==> src/rtl/adc_spi_pkg.sv <==
package adc_spi_pkg;
  typedef enum logic [1:0] {
    ENG_IDLE  = 2'd0,
    ENG_SHIFT = 2'd1,
    ENG_GAP   = 2'd2
  } eng_state_t;
endpackage

==> src/rtl/adc_chan_pick.sv <==
module adc_chan_pick #(
  parameter int NUM_CH = 8,
  localparam int CH_W = $clog2(NUM_CH)
) (
  input  logic [CH_W-1:0]   last_ch,
  input  logic [NUM_CH-1:0] mask,
  output logic [CH_W-1:0]   next_ch,
  output logic              any_en
);
  // candidate at offset k from the last channel sent (k = 1 .. NUM_CH)
  logic [CH_W-1:0] cand [NUM_CH];
  logic [NUM_CH-1:0] cand_en;

  for (genvar k = 0; k < NUM_CH; k++) begin : g_cand
    assign cand[k]    = CH_W'((32'(last_ch) + k + 1) % NUM_CH);
    assign cand_en[k] = mask[cand[k]];
  end

  always_comb begin
    next_ch = last_ch;
    for (int k = NUM_CH - 1; k >= 0; k--) begin
      if (cand_en[k]) next_ch = cand[k];
    end
  end

  assign any_en = |mask;
endmodule

==> src/rtl/adc_spi_engine.sv <==
module adc_spi_engine
  import adc_spi_pkg::*;
#(
  parameter int FRAME_BITS = 16,
  parameter int CLK_DIV    = 2,
  localparam int DIV_W = (CLK_DIV > 1) ? $clog2(CLK_DIV) : 1,
  localparam int IDX_W = $clog2(FRAME_BITS)
) (
  input  logic                  clk,
  input  logic                  rst,
  input  logic                  start,
  input  logic [FRAME_BITS-1:0] tx_word,
  input  logic                  miso,
  output logic                  idle,
  output logic                  cs_n,
  output logic                  sclk,
  output logic                  mosi,
  output logic [FRAME_BITS-1:0] rx_word,
  output logic                  done
);
  eng_state_t            state;
  logic [DIV_W-1:0]      div_cnt;
  logic [IDX_W-1:0]      bit_idx;
  logic                  phase_lo;
  logic [FRAME_BITS-1:0] tx_sh;
  logic                  tick;

  assign tick = (32'(div_cnt) == CLK_DIV - 1);
  assign idle = (state == ENG_IDLE);

  always_ff @(posedge clk) begin
    if (rst) begin
      state    <= ENG_IDLE;
      div_cnt  <= '0;
      bit_idx  <= '0;
      phase_lo <= 1'b0;
      tx_sh    <= '0;
      rx_word  <= '0;
      cs_n     <= 1'b1;
      sclk     <= 1'b1;
      mosi     <= 1'b0;
      done     <= 1'b0;
    end else begin
      done <= 1'b0;
      if (state == ENG_IDLE) div_cnt <= '0;
      else                   div_cnt <= tick ? '0 : div_cnt + 1'b1;
      unique case (state)
        ENG_IDLE: if (start) begin
          state    <= ENG_SHIFT;
          cs_n     <= 1'b0;
          tx_sh    <= tx_word;
          bit_idx  <= '0;
          phase_lo <= 1'b0;
        end
        ENG_SHIFT: if (tick) begin
          if (!phase_lo) begin
            sclk     <= 1'b0;
            mosi     <= tx_sh[FRAME_BITS-1];
            tx_sh    <= {tx_sh[FRAME_BITS-2:0], 1'b0};
            phase_lo <= 1'b1;
          end else begin
            sclk     <= 1'b1;
            rx_word  <= {rx_word[FRAME_BITS-2:0], miso};
            phase_lo <= 1'b0;
            if (32'(bit_idx) == FRAME_BITS - 1) begin
              state <= ENG_GAP;
              done  <= 1'b1;
            end else begin
              bit_idx <= bit_idx + 1'b1;
            end
          end
        end
        ENG_GAP: if (tick) begin
          cs_n  <= 1'b1;
          mosi  <= 1'b0;
          state <= ENG_IDLE;
        end
        default: state <= ENG_IDLE;
      endcase
    end
  end
endmodule

==> src/rtl/adc_chan_track.sv <==
module adc_chan_track #(
  parameter int NUM_CH = 8,
  localparam int CH_W = $clog2(NUM_CH)
) (
  input  logic            clk,
  input  logic            rst,
  input  logic            load,
  input  logic [CH_W-1:0] load_ch,
  input  logic            done,
  output logic [CH_W-1:0] sent_ch,
  output logic [CH_W-1:0] prev_ch
);
  // sent_ch: channel carried by the frame in flight (also the sequence pointer)
  // prev_ch: channel whose result the converter returns in the current frame
  always_ff @(posedge clk) begin
    if (rst) begin
      sent_ch <= CH_W'(NUM_CH - 1);
      prev_ch <= '0;
    end else begin
      if (load) sent_ch <= load_ch;
      if (done) prev_ch <= sent_ch;
    end
  end
endmodule

==> src/rtl/adc_seq_spi.sv <==
module adc_seq_spi #(
  parameter int NUM_CH     = 8,
  parameter int FRAME_BITS = 16,
  parameter int RES_BITS   = 12,
  parameter int ADDR_POS   = 2,
  parameter int CLK_DIV    = 2,
  localparam int CH_W = $clog2(NUM_CH)
) (
  input  logic                clk,
  input  logic                rst,
  input  logic                run,
  input  logic [NUM_CH-1:0]   chan_mask,
  input  logic                adc_miso,
  output logic                adc_cs_n,
  output logic                adc_sclk,
  output logic                adc_mosi,
  output logic                res_valid,
  output logic [RES_BITS-1:0] res_data,
  output logic [CH_W-1:0]     res_chan
);
  localparam int ADDR_TOP = FRAME_BITS - 1 - ADDR_POS;

  logic [CH_W-1:0]       next_ch, sent_ch, prev_ch;
  logic                  any_en, eng_idle, start, done;
  logic [FRAME_BITS-1:0] tx_word, rx_word;

  assign start = run && any_en && eng_idle;

  always_comb begin
    tx_word = '0;
    tx_word[ADDR_TOP -: CH_W] = next_ch;
  end

  adc_chan_pick #(.NUM_CH(NUM_CH)) u_pick (
    .last_ch (sent_ch),
    .mask    (chan_mask),
    .next_ch (next_ch),
    .any_en  (any_en)
  );

  adc_chan_track #(.NUM_CH(NUM_CH)) u_track (
    .clk     (clk),
    .rst     (rst),
    .load    (start),
    .load_ch (next_ch),
    .done    (done),
    .sent_ch (sent_ch),
    .prev_ch (prev_ch)
  );

  adc_spi_engine #(.FRAME_BITS(FRAME_BITS), .CLK_DIV(CLK_DIV)) u_eng (
    .clk     (clk),
    .rst     (rst),
    .start   (start),
    .tx_word (tx_word),
    .miso    (adc_miso),
    .idle    (eng_idle),
    .cs_n    (adc_cs_n),
    .sclk    (adc_sclk),
    .mosi    (adc_mosi),
    .rx_word (rx_word),
    .done    (done)
  );

  always_ff @(posedge clk) begin
    if (rst) begin
      res_valid <= 1'b0;
      res_data  <= '0;
      res_chan  <= '0;
    end else begin
      res_valid <= done;
      if (done) begin
        res_data <= rx_word[RES_BITS-1:0];
        res_chan <= prev_ch;
      end
    end
  end
endmodule

==> config.mk <==
export PLATFORM = sky130hd
export DESIGN_NAME = adc_seq_spi
export DESIGN_NICKNAME = d
export VERILOG_FILES = /design/src/rtl/adc_spi_pkg.sv /design/src/rtl/adc_chan_pick.sv /design/src/rtl/adc_spi_engine.sv /design/src/rtl/adc_chan_track.sv /design/src/rtl/adc_seq_spi.sv
export SDC_FILE = /design/constraint.sdc
export NUM_CORES = 1
export LEC_CHECK = 0
export ABC_AREA = 0
export BUFFER_PORTS_ARGS = -buffer_cell sky130_fd_sc_hd__buf_4
export CAP_MARGIN = 20
export CORE_UTILIZATION = 60
export DETAILED_ROUTE_END_ITERATION = 16
export PLACE_DENSITY_LB_ADDON = 0.1
export SLEW_MARGIN = 20
export SYNTH_ARGS = -nofsm -noshare
export SYNTH_HDL_FRONTEND = slang
export SYNTH_HIERARCHICAL = 1
export SYNTH_SLANG_ARGS = --single-unit
==> constraint.sdc <==
create_clock -name clk -period 6 [get_ports clk]
set_input_delay 0.3 -clock clk [delete_from_list [all_inputs] [get_ports clk]]
set_output_delay 0.3 -clock clk [all_outputs]
set_load 0.1 [all_outputs]
### Yosys cells after proc, flatten, opt, wreduce, memory -nomap -nowiden

Index checks and enable logic that the tools add are counted.

* output and inout bits: 19
* logic and storage cells: 120
* register bits: 62

* $add $sub $neg: 16
* order comparisons: 8
* reduce and logical (&&, ||, !) cells: 17
* eq/ne operators: 10
* multiplexer cells: 51
* bitwise operators: 3

Operators with widths (count)
* $mux W16: 3
* $lt A3 B4 Y1 const B: 8
* $pmux W16 S2: 1
* $add A3 B1 Y3 const B: 8
* $bmux W1 S3: 8
* $mux W3: 8
* $mux W1: 17
* $mux W4: 4
* $add A3 B3 Y3 const B: 4
* $mux W2: 5
* $ne A2 B1 Y1 const B: 5
* $reduce_and A5 Y1: 2
* $reduce_and A3 Y1: 3
* $pmux W4 S2: 1
* $reduce_and A4 Y1: 2
* $reduce_or A8 Y1: 1
* $add A3 B2 Y3 const B: 2
* $pmux W1 S2: 3
* $pmux W2 S3: 1
* $reduce_bool A2 Y1: 3
* $add A4 B1 Y4 const B: 1
* $eq A4 B4 Y1 const B: 1
* $ne A2 B2 Y1 const B: 2
* $reduce_or A4 Y1: 1
* 8 further kinds: 11

### Longest topological paths before layout

Gate-level depths: netlist (run 1).

* word-level depth: 14
* gate-level depth with buffers: 12

### Hierarchy

The synthesis (run 1) kept the hierarchy.

Modules (own cells, without submodules)
* adc_spi_engine: area an instance 1928.1 µm², times used 1, cells an instance 196
* adc_chan_pick: area an instance 969.7 µm², times used 1, cells an instance 102
* adc_seq_spi: area an instance 579.3 µm², times used 1, cells an instance 52
* adc_chan_track: area an instance 206.4 µm², times used 1, cells an instance 18

### Worst setup path before layout (run 1)

No wires, ideal clock.

* path type: register -> register
* start: register u_track.sent_ch[1]
* end: register u_track.sent_ch[1]
* buffers on the path: 2
* path slack: 2.710 ns
* data required time: 5.880 ns
* stages on the path, launching flop included: 11
* data arrival time: 3.170 ns
* cells stage by stage: dfxtp_1 -> clkbuf_1 -> inv_1 -> ha_1 -> buf_2 -> mux4_2 -> mux2_2 -> a221o_1 -> a2111oi_0 -> nor2_1 -> a211o_1

* cells in the longest elaborated chain, start to end: 12
* elaborated cells on any way between the ends: 38
* classes of those cells: add/sub (14); mux (24)

RTL lines
* start, declared: line adc_chan_track.sv:10 `output logic [CH_W-1:0] sent_ch,`
* start signal, assigned: line adc_chan_track.sv:17 `sent_ch <= CH_W'(NUM_CH - 1);`
* start signal, assigned: line adc_chan_track.sv:20 `if (load) sent_ch <= load_ch;`
* $add A3 B3 Y3: line adc_chan_pick.sv:15 `assign cand[k] = CH_W'((32'(last_ch) + k + 1) % NUM_CH);`
* $add A3 B1 Y3: line adc_chan_pick.sv:15
* $bmux W1 S3: line adc_chan_pick.sv:16 `assign cand_en[k] = mask[cand[k]];`
* $mux W1 (implied by the code): line adc_chan_pick.sv:16
* $mux W3 (7 in series): line adc_chan_pick.sv:22 `if (cand_en[k]) next_ch = cand[k];`
* $mux W3 *: line adc_chan_pick.sv:22
* net next_ch[1]: line adc_seq_spi.sv:23 `logic [CH_W-1:0] next_ch, sent_ch, prev_ch;`

The timed path passes the listed nets; every way through them passes the cells marked *. The select of a mux whose other input is x is not followed.
A chain may end at the register's enable or synchronous reset.

### Worst setup path after layout (run 1)

Same ends and word-level chain as after synthesis.

==> flow_metrics.py, run 1 <==
metrics = {
    "route": {
        "drt_wl_total_um": 7090,
        "drt_iter0_markers": 143,
        "drt-wirelength-per-cell_um": 15.3,
        "via_per_inst": 6.01,
        "dr.pass1.iters": 4,
        "postRouteAntennaNets": 0,
        "via_count": 2781,
        "post-route-drc-count": 0,
    },
    "power": {
        "power.density_nw_per_um2": 315,
        "leakage_nw": 1.52,
        "ir_drop_mv": 0.174,
    },
    "worst_setup_path": {
        "worstPathMaxFanout": 16,
        "reg2regPathDepth": 8,
        "required_ns": 6.22,
        "arrival_ns": 4.02,
        "cp_top_family": "compound AO/OA/AOI/OAI gates",
        "reg2reg_slack_ns": 2.20,
        "end_kind": "flip-flop",
        "crit_path_start_kind": "flip-flop",
        "r2r_start": "u_track/sent_ch[1]",
        "cp_slowest_stage_delay_ns": 0.73,
        "worst-setup-path-type": "reg2reg",
        "slowest_stage": "dfxtp_1",
        "cp_num_buf_inv": 1,
        "critPathLaunch": "u_track/sent_ch[1]",
        "crit_chain": "inv_1 > ha_1 > mux4_2 > mux2_2 > a221o_1 > a2111oi_0 > nor2_1 > a211o_1",
        "worstReg2RegEnd": "u_track/sent_ch[1]",
    },
    "floorplanning": {
        "fp.dieH_um": 79.1,
        "die_width_um": 79.1,
        "ios": 31,
        "row_count": 27,
        "start_util_pct": 63.6,
        "fp.coreArea_sq_um": 5610,
        "die_area_sq_um": 6260,
    },
    "finish": {
        "antenna_cells": 0,
        "drive_above_1_share_pct": 23.0,
        "syn_to_final_growth_pct": 10.3,
        "n_fill_cell": 437,
        "final_nets": 402,
    },
    "sta": {
        "drv_slew": 0,
        "holdWs_ns": 0.189,
        "rsz0062_at_grt": "no",
        "final.setup.tns_ns": 0,
        "setup_viol": 0,
        "slew_headroom_pct": 30.1,
        "period_minus_slack_ns": 3.80,
        "fin_crit_sh_pct": 63.3,
        "tightestPinTransition_ns": 1.05,
        "hold_viol": 0,
        "max_freq_mhz": 263,
        "fin_skew_ns": 0.00941,
    },
    "clock_tree": {
        "hold_buffers": 0,
        "cts-root-buf": "clkbuf_8",
        "h-tree-depth": 3,
        "post_cts_buffers": 0,
        "cts_made_buffers": 9,
        "cts_resized": 0,
        "cts_tree": "done",
        "clockBufferDepth": 2,
        "clk_latency_ns": 0.33,
        "clk_pin_slew_ns": 0.06,
        "clock-sinks": 62,
    },
    "place": {
        "place_congestion": 0.923,
        "dp_hpwl_um": 4480,
        "port_buffers": 30,
    },
    "global_routing": {
        "grt_overflow": 0,
        "grt_use_total_pct": 24.8,
        "antenna_found_initial": 0,
        "grt_max_degree": 53,
        "grt_pass1_vias": 2534,
        "grt_pass1_wl_um": 12100,
    },
    "yosys": {
        "synth_area_sq_um": 3570,
        "syn_inst": 360,
        "yosys_warnings": 6,
        "syn_area_per_cell_sq_um": 9.91,
    },
    "run": {
        "maxCapViolCount": 0,
    },
    "hold_path": {
        "min_from": "adc_miso",
        "min_to": "u_eng/rx_word[0]",
        "min_path_cells": 2,
        "hold_path.class": "in2reg",
    },
    "run_status": {
        "status": "completed",
    },
}
[power breakdown]
group / leakage (nW) / internal [mW] / switching [mW]
registers: 0.504 / 0.431 / 0.0268
clock network: 0.0996 / 0.214 / 0.156
logic: 0.919 / 0.192 / 0.221
[per-layer routing]
| layer | routed length (um) | GRT usage (%) |
|---|---|---|
| met4 | 86 | 8.73 |
| met1 | 3370 | 32.5 |
| met5 | 0 | 0 |
| met2 | 3290 | 39.2 |
| met3 | 346 | 6.55 |
[area by class of cell]
cell class              instances  area, sq um  area share (%)
multi-input cells             272         2130            54.2
flip-flops and latches         62         1240            31.5
well taps                      72         90.1            2.29
clock inverters                 3         42.5            1.08
clock buffers                  13          159            4.04
inverters                      10         37.5           0.954
repair buffers                 31          233            5.91
[metrics by stage]
step / setup WS (ns) / power, mW / cell area, sq um / util (%) / instances
floorplan: 2.71 / 0.814 / 3610 / - / 372
global placement: 2.30 / 0.872 / 3730 / 66.6 / 447
CTS: 2.25 / 1.25 / 3940 / 70.2 / 463
finish: 2.20 / 1.24 / 3940 / 70.2 / 463
detailed placement: 2.26 / 0.872 / 3730 / 66.6 / 447
global route: 2.03 / 1.32 / 3940 / 70.2 / 463
[cells in the final DEF, fill, tap and decap left out, drive strengths merged, types with 2 or more instances in the layout]
master,instances
ha,4
nand2b,5
a221oi,2
conb,13
clkbuf,13
o32ai,2
a22o,12
o221ai,2
nand3,6
a2111oi,3
buf,31
dfxtp,62
xnor2,2
nor4b,2
nor3,5
mux2,8
nor2b,6
nor2,45
mux2i,26
a21oi,19
inv,10
and3,3
a311oi,15
nand3b,2
a211o,3
o21ai,8
mux4,15
a211oi,3
or2,2
nor4,4
o211ai,2
nand2,41
[flip-flops by register name, indices dropped and copies added (netlist names)]
signal           flops
res_chan             3
res_data            12
res_valid            1
u_eng/bit_idx        4
u_eng/cs_n           1
u_eng/div_cnt        1
u_eng/done           1
u_eng/mosi           1
u_eng/phase_lo       1
u_eng/rx_word       12
u_eng/sclk           1
u_eng/state          2
u_eng/tx_sh         16
u_track/prev_ch      3
u_track/sent_ch      3
[worst max-delay path by stage]
stage                          to  slack (ns)  cells after the start
6_report       u_track/sent_ch[1]        2.20                      8
5_1_grt        u_track/sent_ch[1]        2.03                      8
4_1_cts        u_track/sent_ch[1]        2.25                      8
3_5_place_dp   u_track/sent_ch[1]        2.26                      8
3_3_place_gp   u_track/sent_ch[1]        2.30                      8
2_1_floorplan  u_track/sent_ch[1]        2.71                     10
No activity file was read; power rests on OpenSTA's default activity.
==> run 2: changes to the inputs <==
--- a/config.mk
+++ b/config.mk
@@ -5,7 +5,7 @@
 export SDC_FILE = /design/constraint.sdc
 export NUM_CORES = 1
 export LEC_CHECK = 0
-export ABC_AREA = 0
+export ABC_AREA = 1
 export BUFFER_PORTS_ARGS = -buffer_cell sky130_fd_sc_hd__buf_4
 export CAP_MARGIN = 20
 export CORE_UTILIZATION = 60
==> constraint.sdc (replaced) <==
create_clock -name clk -period 3.7 [get_ports clk]
set_input_delay 0.185 -clock clk [delete_from_list [all_inputs] [get_ports clk]]
set_output_delay 0.185 -clock clk [all_outputs]
set_load 0.1 [all_outputs]
==> run 2 against run 1 <==
Design area fell by 6.1%. Clock-buffer cell count fell by 3. Flip-flop and latch count did not move. Total power rose by 95%. Utilization rose by 0.84 points. Largest cell class unchanged. First-iteration DRC count rose by 66%. Critical path type unchanged. Non-clock buffer count fell by 1. Critical endpoint is now u_eng/tx_sh[13]. Area after synthesis fell by 7.7%. Via count rose by 12%.
==> flow_metrics.py, run 2 <==
metrics = {
    "run_status": {
        "status": "completed",
    },
    "sta": {
        "setup_slack_ns": 0.905,
        "fin_skew_ns": 0.00814,
        "drv_slew": 0,
        "holdWs_ns": 0.139,
        "slew_headroom_pct": 59.3,
        "period_minus_slack_ns": 2.80,
        "fin_crit_sh_pct": 75.5,
        "rsz0062_at_grt": "no",
        "setup_viol": 0,
        "tightestPinTransition_ns": 0.611,
        "max_freq_mhz": 358,
        "hold_viol": 0,
        "final.setup.tns_ns": 0,
    },
    "worst_setup_path": {
        "cpMostUsedCell": "nand2_1",
        "worstPathMaxFanout": 14,
        "crit_chain": "inv_2 > ha_1 > inv_1 > nand3_1 > nand3_2 > nand2_1 > nand2_1 > nand2_1 > nand2_1 > nand2_1 > nand2_1 > nand2_1 > a21oi_1 > nand2_1 > nand2_1 > nor2_1 > nor2_1",
        "arrival_ns": 3.05,
        "required_ns": 3.96,
        "crit_path_start_kind": "flip-flop",
        "end_kind": "flip-flop",
        "cp_slowest_stage_delay_ns": 0.64,
        "slowest_stage": "dfxtp_1",
        "worst-setup-path-type": "reg2reg",
    },
    "finish": {
        "layout_commonest_cell": "nand2_1",
        "n_fill_cell": 450,
        "antenna_cells": 0,
        "largest_register": "u_eng/tx_sh",
        "largest_reg_flops": 16,
        "syn_to_final_growth_pct": 12.2,
        "drive_above_1_share_pct": 12.3,
        "fin_cells": 624,
        "reg_top3": "u_eng/tx_sh (16), res_data (12), u_eng/rx_word (12)",
        "final_nets": 565,
        "final_cell_mix": "170 x nand2_1, 82 x nor2_1, 66 x inv_1",
    },
    "clock_tree": {
        "cts_made_buffers": 9,
        "post_cts_buffers": 0,
        "cts-root-buf": "clkbuf_8",
        "cts_resized": 0,
        "clock-sinks": 62,
        "clk_latency_ns": 0.33,
        "clk_pin_slew_ns": 0.07,
        "h-tree-depth": 3,
        "hold_buffers": 0,
        "clockBufferDepth": 2,
        "cts_tree": "done",
    },
    "route": {
        "dr.pass1.iters": 5,
        "met1_length_um": 3240,
        "drt_wl_total_um": 7180,
        "highest_layer": "met4",
        "wl_met3_um": 289,
        "drt_iter0_markers": 238,
        "drt-wirelength-per-cell_um": 11.5,
        "route.met2.wl_um": 3470,
        "post-route-drc-count": 0,
        "postRouteAntennaNets": 0,
        "via_count": 3106,
        "via_per_inst": 4.98,
    },
    "global_routing": {
        "grt_use_total_pct": 26.7,
        "grt_max_degree": 38,
        "grt_overflow": 0,
        "antenna_found_initial": 0,
        "grt_pass1_wl_um": 12600,
        "grt_pass1_vias": 3063,
    },
    "floorplanning": {
        "fp.coreArea_sq_um": 5200,
        "die_width_um": 76.1,
        "die_area_sq_um": 5790,
        "fp.dieH_um": 76.1,
        "ios": 31,
        "row_count": 26,
        "start_util_pct": 63.3,
    },
    "run": {
        "maxCapViolCount": 0,
    },
    "power": {
        "leakage_nw": 1.84,
        "ir_drop_mv": 0.450,
        "power.density_nw_per_um2": 654,
    },
    "place": {
        "place_ws_ns": 0.975,
        "place_congestion": 0.962,
        "dp_hpwl_um": 5060,
        "placedCellCount": 608,
        "port_buffers": 30,
    },
    "yosys": {
        "syn_area_per_cell_sq_um": 6.43,
        "yosys_warnings": 6,
        "synth_area_sq_um": 3290,
        "syn_inst": 512,
    },
    "hold_path": {
        "hold_path.class": "in2reg",
    },
}
## run 2: per-layer routing
layer | vias to the layer above | global-route usage (%)
met3 | 18 | 5.39
met5 | - | 0
li1 | 1638 | -
met4 | 0 | 13.7
met1 | 1379 | 30.9
met2 | 71 | 46.7
## run 2: area by class of cell
type,count,area [sq um],share of cell area [%]
inverters,72,270,7.31
multi-input cells,374,1710,46.1
well taps,70,87.6,2.37
clock inverters,6,37.5,1.02
flip-flops and latches,62,1240,33.6
clock buffers,10,128,3.45
repair buffers,30,225,6.09
## run 2: report_power, final
part | internal, mW | total [mW] | switching (mW)
sequential | 0.725 | 0.798 | 0.0730
combinational | 0.389 | 1.12 | 0.727
clock | 0.242 | 0.504 | 0.262
## run 2: final timing paths
path	endpoint	start	depth (start not counted)	slack, ns
worst max-delay path	u_eng/tx_sh[13]	u_track/sent_ch[0]	17	0.90
worst min-delay path	u_eng/bit_idx[2]	rst	2	0.14
worst max register to register	u_eng/tx_sh[13]	u_track/sent_ch[0]	17	0.90
worst min register to register	res_data[4]	res_data[4]	2	0.47
## run 2: through the flow
stage                     instance area (sq um)  power (mW)  util, %
final                                      3700        2.42     71.0
after CTS                                  3690        2.42     71.0
after global placement                     3530        1.90     67.8
after detailed placement                   3530        1.91     67.8
after floorplan                            3340        1.73        -
after global routing                       3700        2.62     71.0
## run 2: worst max-delay path: cells and delay by family, from the launching register on
| family | cells | cell delay (ns) |
|---|---|---|
| buffers and inverters | 2 | 0.41 |
| DFF | 1 | 0.64 |
| AOI/OAI and AO/OA | 1 | 0.19 |
| and+or+nand+nor | 13 | 0.99 |
| adders and majority gates | 1 | 0.47 |
